[config.mk]
export PLATFORM = sky130hd
export DESIGN_NAME = serial_complementer
export DESIGN_NICKNAME = d
export VERILOG_FILES = /design/src/rtl/sercomp_pkg.sv /design/src/rtl/sercomp_word.sv /design/src/rtl/sercomp_counter.sv /design/src/rtl/sercomp_seq.sv /design/src/rtl/serial_complementer.sv
export SDC_FILE = /design/constraint.sdc
export NUM_CORES = 1
export LEC_CHECK = 0
export BUFFER_PORTS_ARGS = -buffer_cell sky130_fd_sc_hd__buf_2
export CORE_MARGIN = 2
export CORE_UTILIZATION = 42
export CTS_BUF_LIST = sky130_fd_sc_hd__clkbuf_16
export DETAILED_ROUTE_END_ITERATION = 12
export PLACE_DENSITY = 0.72
export REMOVE_ABC_BUFFERS = 1
export SYNTH_ARGS = -nofsm -noshare
export SYNTH_HDL_FRONTEND = slang
export SYNTH_SLANG_ARGS = --single-unit
[constraint.sdc]
create_clock -name clk -period 1.3 [get_ports clk]
set_input_delay 0.065 -clock clk [delete_from_list [all_inputs] [get_ports clk]]
set_output_delay 0.065 -clock clk [all_outputs]
set_load 0.005 [all_outputs]
[src/rtl/sercomp_pkg.sv]
// Package: shared step encoding for the serial complementer.
// Assumes three one-hot steps; the all-zero value means idle after reset.
package sercomp_pkg;
    typedef enum logic [2:0] {
        STEP_IDLE = 3'b000,
        STEP_WORK = 3'b001,
        STEP_TEST = 3'b010,
        STEP_DONE = 3'b100
    } step_t;
endpackage

[src/rtl/sercomp_word.sv]
// Word register: parallel load, or rotate right with the outgoing bit
// inverted. Assumes load and shift are never requested in the same cycle.
module sercomp_word #(
    parameter int W = 4
) (
    input  logic         clk,
    input  logic         rst_n,
    input  logic         shift_en,
    input  logic         load_en,
    input  logic [W-1:0] load_data,
    output logic [W-1:0] word_q
);
    // Hold, load or complement-rotate the word.
    always_ff @(posedge clk) begin
        if (!rst_n)
            word_q <= '0;
        else if (shift_en)
            word_q <= {~word_q[0], word_q[W-1:1]};
        else if (load_en)
            word_q <= load_data;
    end

    assert_shift_R4: assert property (@(posedge clk) disable iff (!rst_n)
        shift_en |=> (word_q[W-1] == ~$past(word_q[0])) &&
                     (word_q[W-2:0] == $past(word_q[W-1:1])));

    assert_hold_R2: assert property (@(posedge clk) disable iff (!rst_n)
        (!shift_en && !load_en) |=> $stable(word_q));
endmodule

[src/rtl/sercomp_counter.sv]
// Step counter: cleared by an accepted start, incremented per work step.
// Assumes at most W work steps per run; flags the value W for the test step.
module sercomp_counter #(
    parameter int W  = 4,
    parameter int CW = $clog2(W + 1)
) (
    input  logic          clk,
    input  logic          rst_n,
    input  logic          clear,
    input  logic          incr,
    output logic [CW-1:0] cnt_q,
    output logic          at_last
);
    localparam logic [CW-1:0] LAST = CW'(W);

    // Count work steps since the last accepted start.
    always_ff @(posedge clk) begin
        if (!rst_n || clear)
            cnt_q <= '0;
        else if (incr)
            cnt_q <= cnt_q + 1'b1;
    end

    // Decode the completion value.
    always_comb at_last = (cnt_q == LAST);

    assert_no_overflow_R11: assert property (@(posedge clk) disable iff (!rst_n)
        cnt_q <= LAST);

    assert_clear_R3: assert property (@(posedge clk) disable iff (!rst_n)
        clear |=> (cnt_q == '0));
endmodule

[src/rtl/sercomp_seq.sv]
// One-hot sequencer with the done flag. Work always hands over to test;
// test returns to work or moves to done; done holds until a start.
// Assumes start_acc is already qualified by the top (idle or done only).
module sercomp_seq
    import sercomp_pkg::*;
(
    input  logic  clk,
    input  logic  rst_n,
    input  logic  start_acc,
    input  logic  at_last,
    output step_t step_q,
    output logic  fini_q
);
    step_t step_d;

    // Next-step selection.
    always_comb begin
        step_d = step_q;
        if (start_acc)
            step_d = STEP_WORK;
        else begin
            case (step_q)
                STEP_WORK: step_d = STEP_TEST;
                STEP_TEST: step_d = at_last ? STEP_DONE : STEP_WORK;
                default:   step_d = step_q;
            endcase
        end
    end

    // Step register.
    always_ff @(posedge clk) begin
        if (!rst_n) step_q <= STEP_IDLE;
        else        step_q <= step_d;
    end

    // Done flag: cleared on start, set while in the done step.
    always_ff @(posedge clk) begin
        if (!rst_n || start_acc) fini_q <= 1'b0;
        else if (step_q == STEP_DONE) fini_q <= 1'b1;
    end

    assert_onehot_R10: assert property (@(posedge clk) disable iff (!rst_n)
        $onehot0(step_q));

    assert_test_exit_R5: assert property (@(posedge clk) disable iff (!rst_n)
        (step_q == STEP_TEST && !start_acc) |=>
            (step_q == ($past(at_last) ? STEP_DONE : STEP_WORK)));

    assert_fini_rise_R6: assert property (@(posedge clk) disable iff (!rst_n)
        (step_q == STEP_DONE && !start_acc) |=> fini_q);
endmodule

[src/rtl/serial_complementer.sv]
// Top: serial ones-complement sequencer. Qualifies start and load so that
// both act only while idle or done, and wires datapath, counter and
// sequencer together. Assumes start_i and load_i are synchronous pulses.
module serial_complementer
    import sercomp_pkg::*;
#(
    parameter  int W  = 4,
    localparam int CW = $clog2(W + 1)
) (
    input  logic          clk,
    input  logic          rst_n,
    input  logic          start_i,
    input  logic          load_i,
    input  logic [W-1:0]  load_data_i,
    output logic [W-1:0]  word_o,
    output logic [CW-1:0] count_o,
    output logic [2:0]    step_o,
    output logic          fini_o
);
    step_t step_q;
    logic  running;
    logic  start_acc;
    logic  load_acc;
    logic  work;
    logic  at_last;

    // Qualify edge requests against the running state.
    always_comb begin
        work      = (step_q == STEP_WORK);
        running   = work || (step_q == STEP_TEST);
        start_acc = start_i && !running;
        load_acc  = load_i && !running;
    end

    sercomp_word #(.W(W)) u_word (
        .clk       (clk),
        .rst_n     (rst_n),
        .shift_en  (work),
        .load_en   (load_acc),
        .load_data (load_data_i),
        .word_q    (word_o)
    );

    sercomp_counter #(.W(W), .CW(CW)) u_cnt (
        .clk     (clk),
        .rst_n   (rst_n),
        .clear   (start_acc),
        .incr    (work),
        .cnt_q   (count_o),
        .at_last (at_last)
    );

    sercomp_seq u_seq (
        .clk       (clk),
        .rst_n     (rst_n),
        .start_acc (start_acc),
        .at_last   (at_last),
        .step_q    (step_q),
        .fini_q    (fini_o)
    );

    // Expose the step register.
    always_comb step_o = step_q;

    assert_start_ignored_R9: assert property (@(posedge clk) disable iff (!rst_n)
        (step_o == 3'b001 && start_i) |=> (step_o == 3'b010));

    assert_fini_hold_R6: assert property (@(posedge clk) disable iff (!rst_n)
        (fini_o && !start_i) |=> fini_o);

    assert_load_ignored_R2: assert property (@(posedge clk) disable iff (!rst_n)
        (step_o == 3'b010 && load_i) |=> $stable(word_o));

    assert_start_R3: assert property (@(posedge clk) disable iff (!rst_n)
        (start_i && (step_o == 3'b000 || step_o == 3'b100)) |=>
            (step_o == 3'b001 && !fini_o));
endmodule

==> results of run 1 <==
==> layout make-up <==
type	count	area [µm²]	area share [%]
repair buffers	27	158	19.0
inverters	3	11.3	1.36
well taps	15	18.8	2.27
clock inverters	1	3.75	0.453
clock buffers	3	75.1	9.06
multi-input cells	36	337	40.6
flip-flops and latches	11	225	27.2
==> metal layers <==
| layer | vias up | GRT usage, % |
|---|---|---|
| met3 | 6 | 6.52 |
| li1 | 252 | - |
| met2 | 17 | 26.2 |
| met5 | - | 0 |
| met1 | 217 | 20.5 |
| met4 | 0 | 15.0 |
==> sequential cells by signal, indices dropped and copies added, names as in the netlist <==
register,flops
u_word.word_q,4
u_cnt.cnt_q,3
u_seq.step_q,3
u_seq.fini_q,1
==> kinds of logic (layout without fill, tap and decap cells) <==
logic type	after synthesis	count (layout)	share of synthesized area, %
adders and majority gates	2	2	4.44
xor gates and xnor gates	3	3	4.67
AOI/OAI and AO/OA	16	16	23.1
muxes	2	2	3.78
buffers and inverters	8	34	8.89
and+or+nand+nor	13	13	16.0
DFF	11	11	39.1
==> how the worst max path moves through the flow <==
stage	from	to	slack, ns
2_1_floorplan	u_seq.step_q[0]	u_word.word_q[0]	-0.03
3_3_place_gp	u_seq.step_q[0]	u_word.word_q[3]	0.003
3_5_place_dp	u_seq.step_q[0]	u_word.word_q[3]	-0.03
4_1_cts	u_seq.step_q[2]	u_word.word_q[3]	0.01
5_1_grt	u_seq.step_q[0]	u_cnt.cnt_q[0]	-0.005
6_report	u_cnt.cnt_q[0]	u_seq.step_q[0]	0.06
==> report_power, final <==
| group | internal, mW | switching (mW) |
|---|---|---|
| Combinational | 0.104 | 0.0762 |
| Clock | 0.403 | 0.145 |
| Sequential | 0.365 | 0.0222 |
| Total | 0.872 | 0.244 |
==> stage by stage <==
step	area, µm²	setup WS (ns)	util, %	power [mW]
3_3_place_gp	701	0.00292	55.2	0.553
5_1_grt	828	-0.00483	65.3	1.17
6_report	828	0.0615	65.3	1.12
2_1_floorplan	524	-0.0265	-	0.476
4_1_cts	782	0.0143	61.6	1.12
3_5_place_dp	701	-0.0332	55.2	0.556
==> repair_timing <==
| action | CTS | global route |
|---|---|---|
| resized for setup | 2 | 13 |
| setup endpoints to repair | 7 | 8 |
| pin swaps | 0 | 3 |
==> synthesized netlist by cell type <==
library cell  count
and4bb_2          1
o221a_2           5
nor2b_1           1
mux2_2            1
a21oi_1           2
mux2i_1           1
nor3b_1           5
o21a_1            5
clkbuf_1          1
xnor2_1           3
a2bb2oi_1         1
or3b_1            1
buf_4             1
nor2_1            3
buf_6             2
nand3_1           1
inv_1             3
dfxtp_1          11
ha_1              2
o21ai_0           2
buf_2             1
o21bai_1          1
and3b_1           1
==> cells in the final DEF (no fill, tap or decap), types with 2 or more instances in the layout <==
cell type  count
inv_1          3
buf_4          9
nor3b_2        2
nor2_1         3
o221a_2        5
dfxtp_1        7
nor3b_1        3
xnor2_1        2
o21a_1         5
dfxtp_2        4
buf_2         18
clkbuf_16      3
a21oi_1        2
==> impl_metrics.csv, run 1 <==
group,metric,value,unit
detailed_routing,vias,492,
sta,setup_tns,0,ns
placement,portBuffers,18,
synthesis,synth-seq-area-share,39.1,%
placement,place.gp.congestion,0.753,
sta,finalHoldViolCount,0,
setup_path,r2r-start,"u_cnt.cnt_q[0]",
floorplanning,die_x,40.6,µm
hold_path,holdPathStages,2,
synthesis,syn_avg_cell_area,10.2,µm²
global_route,grt_max_degree,12,
detailed_routing,wl_met3,85,µm
setup_path,critical_path.max_stage_delay,0.32,ns
sta,post-route-period-util,95.3,%
finish,nNetsFinal,92,
setup_path,worstSetupPathDepth,5,
setup_path,worstSetupPathType,"flop to flop",
setup_path,cp.arrival,1.36,ns
detailed_routing,ant_nets,0,
global_route,grt_overflow_total,0,
outcome,status,"finished clean",
setup_path,crit_path_start_kind,"flop",
finish,syn2layout_area_growth,47.1,%
setup_path,r2r_end,"u_seq.step_q[0]",
detailed_routing,viasPerCell,5.13,
finish,layout.cells.non_filler,96,
placement,dp.cells,92,
synthesis,synth_cell_types,23,
global_route,grt_pass1_vias,417,
synthesis,netlist_area,563,µm²
job,maxCapViolCount,0,
clock_tree,cts_tree,"yes",
clock_tree,post_cts_buffers,0,
detailed_routing,routed_wl,1220,µm
synthesis,syn_inst,55,
sta,fmax,0.807,GHz
floorplanning,start_util,44.4,%
hold_path,min_path_type,"input port to flop",
hold_path,hold_start,"load_data_i[0]",
clock_tree,clock_path_buffers,2,
setup_path,worstRegToRegCells,5,
global_route,grt_pass1_wl,1760,µm
power_and_ir_drop,ir_drop,0.000705,V
floorplanning,core,1270,µm²
finish,n_fill_cell,113,
floorplanning,ios,19,
setup_path,critPathTopFamily,"flip-flops",
clock_tree,ctsHoldBuffers,0,
setup_path,r2r_setup_slack,0.06,ns
setup_path,worstPathCellList,"inv_2 > ha_4 > nand3_2 > mux2_4 > o221a_2",
setup_path,slowest_stage,"dfxtp_2",
floorplanning,fp-row-count,13,
detailed_routing,drtIter0Drc,7,
sta,fin_hold_ws,0.0929,ns
synthesis,yosysWarnings,0,
clock_tree,cts_buffers,3,
synthesis,synth-seq-cells,11,
floorplanning,dieArea,1650,µm²
synthesis,synth_top_area_cell,"dfxtp_1",
sta,final.setup_skew,0.00375,ns
hold_path,min_to,"u_word.word_q[0]",
setup_path,critPathMaxFanout,2,
detailed_routing,wl_per_cell,12.7,µm
synthesis,ys_top_cells_by_area,"dfxtp_1 39%, o221a_2 10%, nor3b_1 6.7%",
setup_path,cp.buffers_inverters,1,
clock_tree,htreeDepth,1,
setup_path,critPathRequiredTime,1.42,ns
power_and_ir_drop,power_density,1350,nW/µm²
clock_tree,ctsRootBufferMaster,"clkbuf_16",
detailed_routing,drc_errors,0,
sta,drv_slew,0,
floorplanning,chipHeight,40.6,µm
finish,drive_gt1_share,60.5,%
power_and_ir_drop,leakagePower,0.375,nW
clock_tree,clock-sinks,11,
detailed_routing,route.met2.wl,529,µm
clock_tree,clk_latency,0.24,ns
sta,finalCriticalPeriod,1.24,ns
sta,slew_headroom,84.8,%
global_route,antenna_found_initial,0,
sta,finalSetupViolCount,0,
sta,tightest_slew,0.229,ns
synthesis,synth_top_area_share,39.1,%
clock_tree,path_clk_slew,0.04,ns
setup_path,endpoint_kind,"flop",
global_route,gr-usage-all-layers,17.9,%
detailed_routing,dr.max_layer_used,"met4",
detailed_routing,first_pass_iters,4,
finish,antenna_cells,0,
detailed_routing,drt-met1-wl,571,µm
placement,detailed_place_hpwl,881,µm
No activity file was read; power rests on OpenSTA's default activity.
==> run 2, diff against run 1 <==
--- a/config.mk
+++ b/config.mk
@@ -6,7 +6,6 @@
 export NUM_CORES = 1
 export LEC_CHECK = 0
 export BUFFER_PORTS_ARGS = -buffer_cell sky130_fd_sc_hd__buf_2
-export CORE_MARGIN = 2
 export CORE_UTILIZATION = 42
 export CTS_BUF_LIST = sky130_fd_sc_hd__clkbuf_16
 export DETAILED_ROUTE_END_ITERATION = 12
==> impl_metrics.csv, run 2 (same netlist as run 1, synthesis figures left out) <==
group,metric,value,unit
outcome,status,"finished clean",
job,maxCapViolCount,0,
placement,place_ws,-0.0560,ns
sta,fin_ws,0.0381,ns
sta,drv_slew,0,
finish,reg_top3,"u_word.word_q: 4 flops, u_cnt.cnt_q: 3 flops, u_seq.step_q: 3 flops",
finish,nNetsFinal,93,
sta,rsz0062_at_grt,"true",
clock_tree,clock-sinks,11,
clock_tree,cts_tree,"yes",
setup_path,crit_path_start_kind,"flop",
power_and_ir_drop,leakagePower,0.372,nW
placement,place_area,707,µm²
setup_path,r2r_end,"u_seq.step_q[0]",
detailed_routing,vias,505,
detailed_routing,drc_errors,0,
clock_tree,htreeDepth,1,
finish,syn2layout_area_growth,41.8,%
setup_path,cp.arrival,1.38,ns
setup_path,cp.buffers_inverters,1,
hold_path,min_to,"u_word.word_q[2]",
finish,regMostFlops,"u_word.word_q",
clock_tree,clk_latency,0.24,ns
global_route,grt_overflow_total,0,
global_route,gr-usage-all-layers,22.2,%
hold_path,hold_start,"load_data_i[2]",
sta,post-route-period-util,97.1,%
detailed_routing,wl_per_cell,14.0,µm
finish,largest_register_ffs,4,
floorplanning,start_util,48.1,%
sta,finalHoldViolCount,0,
setup_path,slowest_stage,"dfxtp_1",
power_and_ir_drop,power_density,1400,nW/µm²
floorplanning,ios,19,
setup_path,r2r-start,"u_cnt.cnt_q[0]",
setup_path,critical_path.max_stage_delay,0.31,ns
floorplanning,chipHeight,38.6,µm
placement,detailed_place_hpwl,885,µm
sta,slew_headroom,84.2,%
finish,final_cell_mix,"18 x buf_2, 10 x buf_4, 9 x dfxtp_1",
setup_path,worstSetupPathType,"flop to flop",
detailed_routing,viasPerCell,5.26,
setup_path,r2r_setup_slack,0.04,ns
detailed_routing,drtIter0Drc,6,
clock_tree,cts_buffers,3,
global_route,grt_max_degree,12,
setup_path,endpoint_kind,"flop",
clock_tree,ctsRootBufferMaster,"clkbuf_16",
floorplanning,fp-row-count,12,
clock_tree,ctsHoldBuffers,0,
sta,fmax,0.792,GHz
finish,stdcell_area,798,µm²
hold_path,holdPathStages,2,
floorplanning,die_x,38.6,µm
clock_tree,path_clk_slew,0.04,ns
detailed_routing,first_pass_iters,4,
finish,layout.cells.non_filler,96,
clock_tree,clock_path_buffers,2,
placement,portBuffers,18,
setup_path,critPathTopFamily,"flip-flops",
setup_path,worstPathCellList,"inv_1 > ha_1 > nand3_2 > mux2_2 > o221a_2",
detailed_routing,routed_wl,1340,µm
finish,antenna_cells,0,
placement,place.gp.congestion,0.751,
finish,layout_commonest_cell,"buf_2",
floorplanning,core,1170,µm²
finish,drive_gt1_share,51.2,%
setup_path,critPathMaxFanout,2,
detailed_routing,ant_nets,0,
sta,finalSetupViolCount,0,
sta,tightest_slew,0.237,ns
setup_path,critPathRequiredTime,1.42,ns
hold_path,min_path_type,"input port to flop",
clock_tree,post_cts_buffers,0,
floorplanning,dieArea,1490,µm²
global_route,grt_pass1_wl,2190,µm
global_route,grt_pass1_vias,500,
sta,finalCriticalPeriod,1.26,ns
global_route,antenna_found_initial,0,
placement,dp.cells,92,
sta,final.setup_skew,0.00232,ns
setup_path,worstRegToRegCells,5,
power_and_ir_drop,ir_drop,0.000799,V
-- run 2: cell types whose count changed in the layout (fill, tap and decap cells not counted), moves of 2 or more --
cell	before	now
dfxtp_2	4	1
nor3b_2	2	0
ha_1	0	2
nor3b_1	3	5
dfxtp_1	7	9
-- run 2: metal layers --
metal	vias up	global-route usage [%]	share of wire, %
met5	-	0	0
met4	0	9.48	0.30
met1	232	23.8	44
li1	252	-	-
met2	19	39.6	51
met3	2	6.36	4.8
-- run 2: cell type report --
type | count | area (µm²)
fill | 100 | 373
multi-input combinational | 36 | 300
sequential | 11 | 225
timing repair buffer | 28 | 165
clock buffer | 3 | 75.1
tap | 14 | 17.5
inverter | 3 | 11.3
clock inverter | 1 | 3.75
-- run 2: timing repair --
action	4_1_cts	5_1_grt
setup endpoints to repair	7	3
resized for setup	3	2
pin swaps	0	1
-- run 2: power breakdown --
part,switching [mW],leakage [nW],internal [mW]
registers,0.0216,0.0913,0.363
logic,0.0767,0.238,0.103
clock network,0.150,0.0423,0.404
-- run 2: per-stage QoR --
step	hold slack (ns)	power [mW]	TNS, ns	utilization (%)
after floorplan	0.212	0.476	-0.106	-
after global placement	0.334	0.558	0	60.4
after detailed placement	0.332	0.563	-0.193	60.4
after CTS	0.0894	1.13	0	67.5
after global routing	0.0943	1.17	-0.0154	68.2
final	0.0905	1.12	0	68.2
-- run 2: worst max path at each step --
| stage | startpoint | end | depth (start not counted) |
|---|---|---|---|
| 2_1_floorplan | u_seq.step_q[0] | u_word.word_q[0] | 3 |
| 3_3_place_gp | u_seq.step_q[0] | u_word.word_q[3] | 3 |
| 3_5_place_dp | u_seq.step_q[0] | u_word.word_q[1] | 3 |
| 4_1_cts | u_cnt.cnt_q[0] | u_seq.step_q[0] | 5 |
| 5_1_grt | u_cnt.cnt_q[1] | u_seq.step_q[0] | 5 |
| 6_report | u_cnt.cnt_q[0] | u_seq.step_q[0] | 5 |
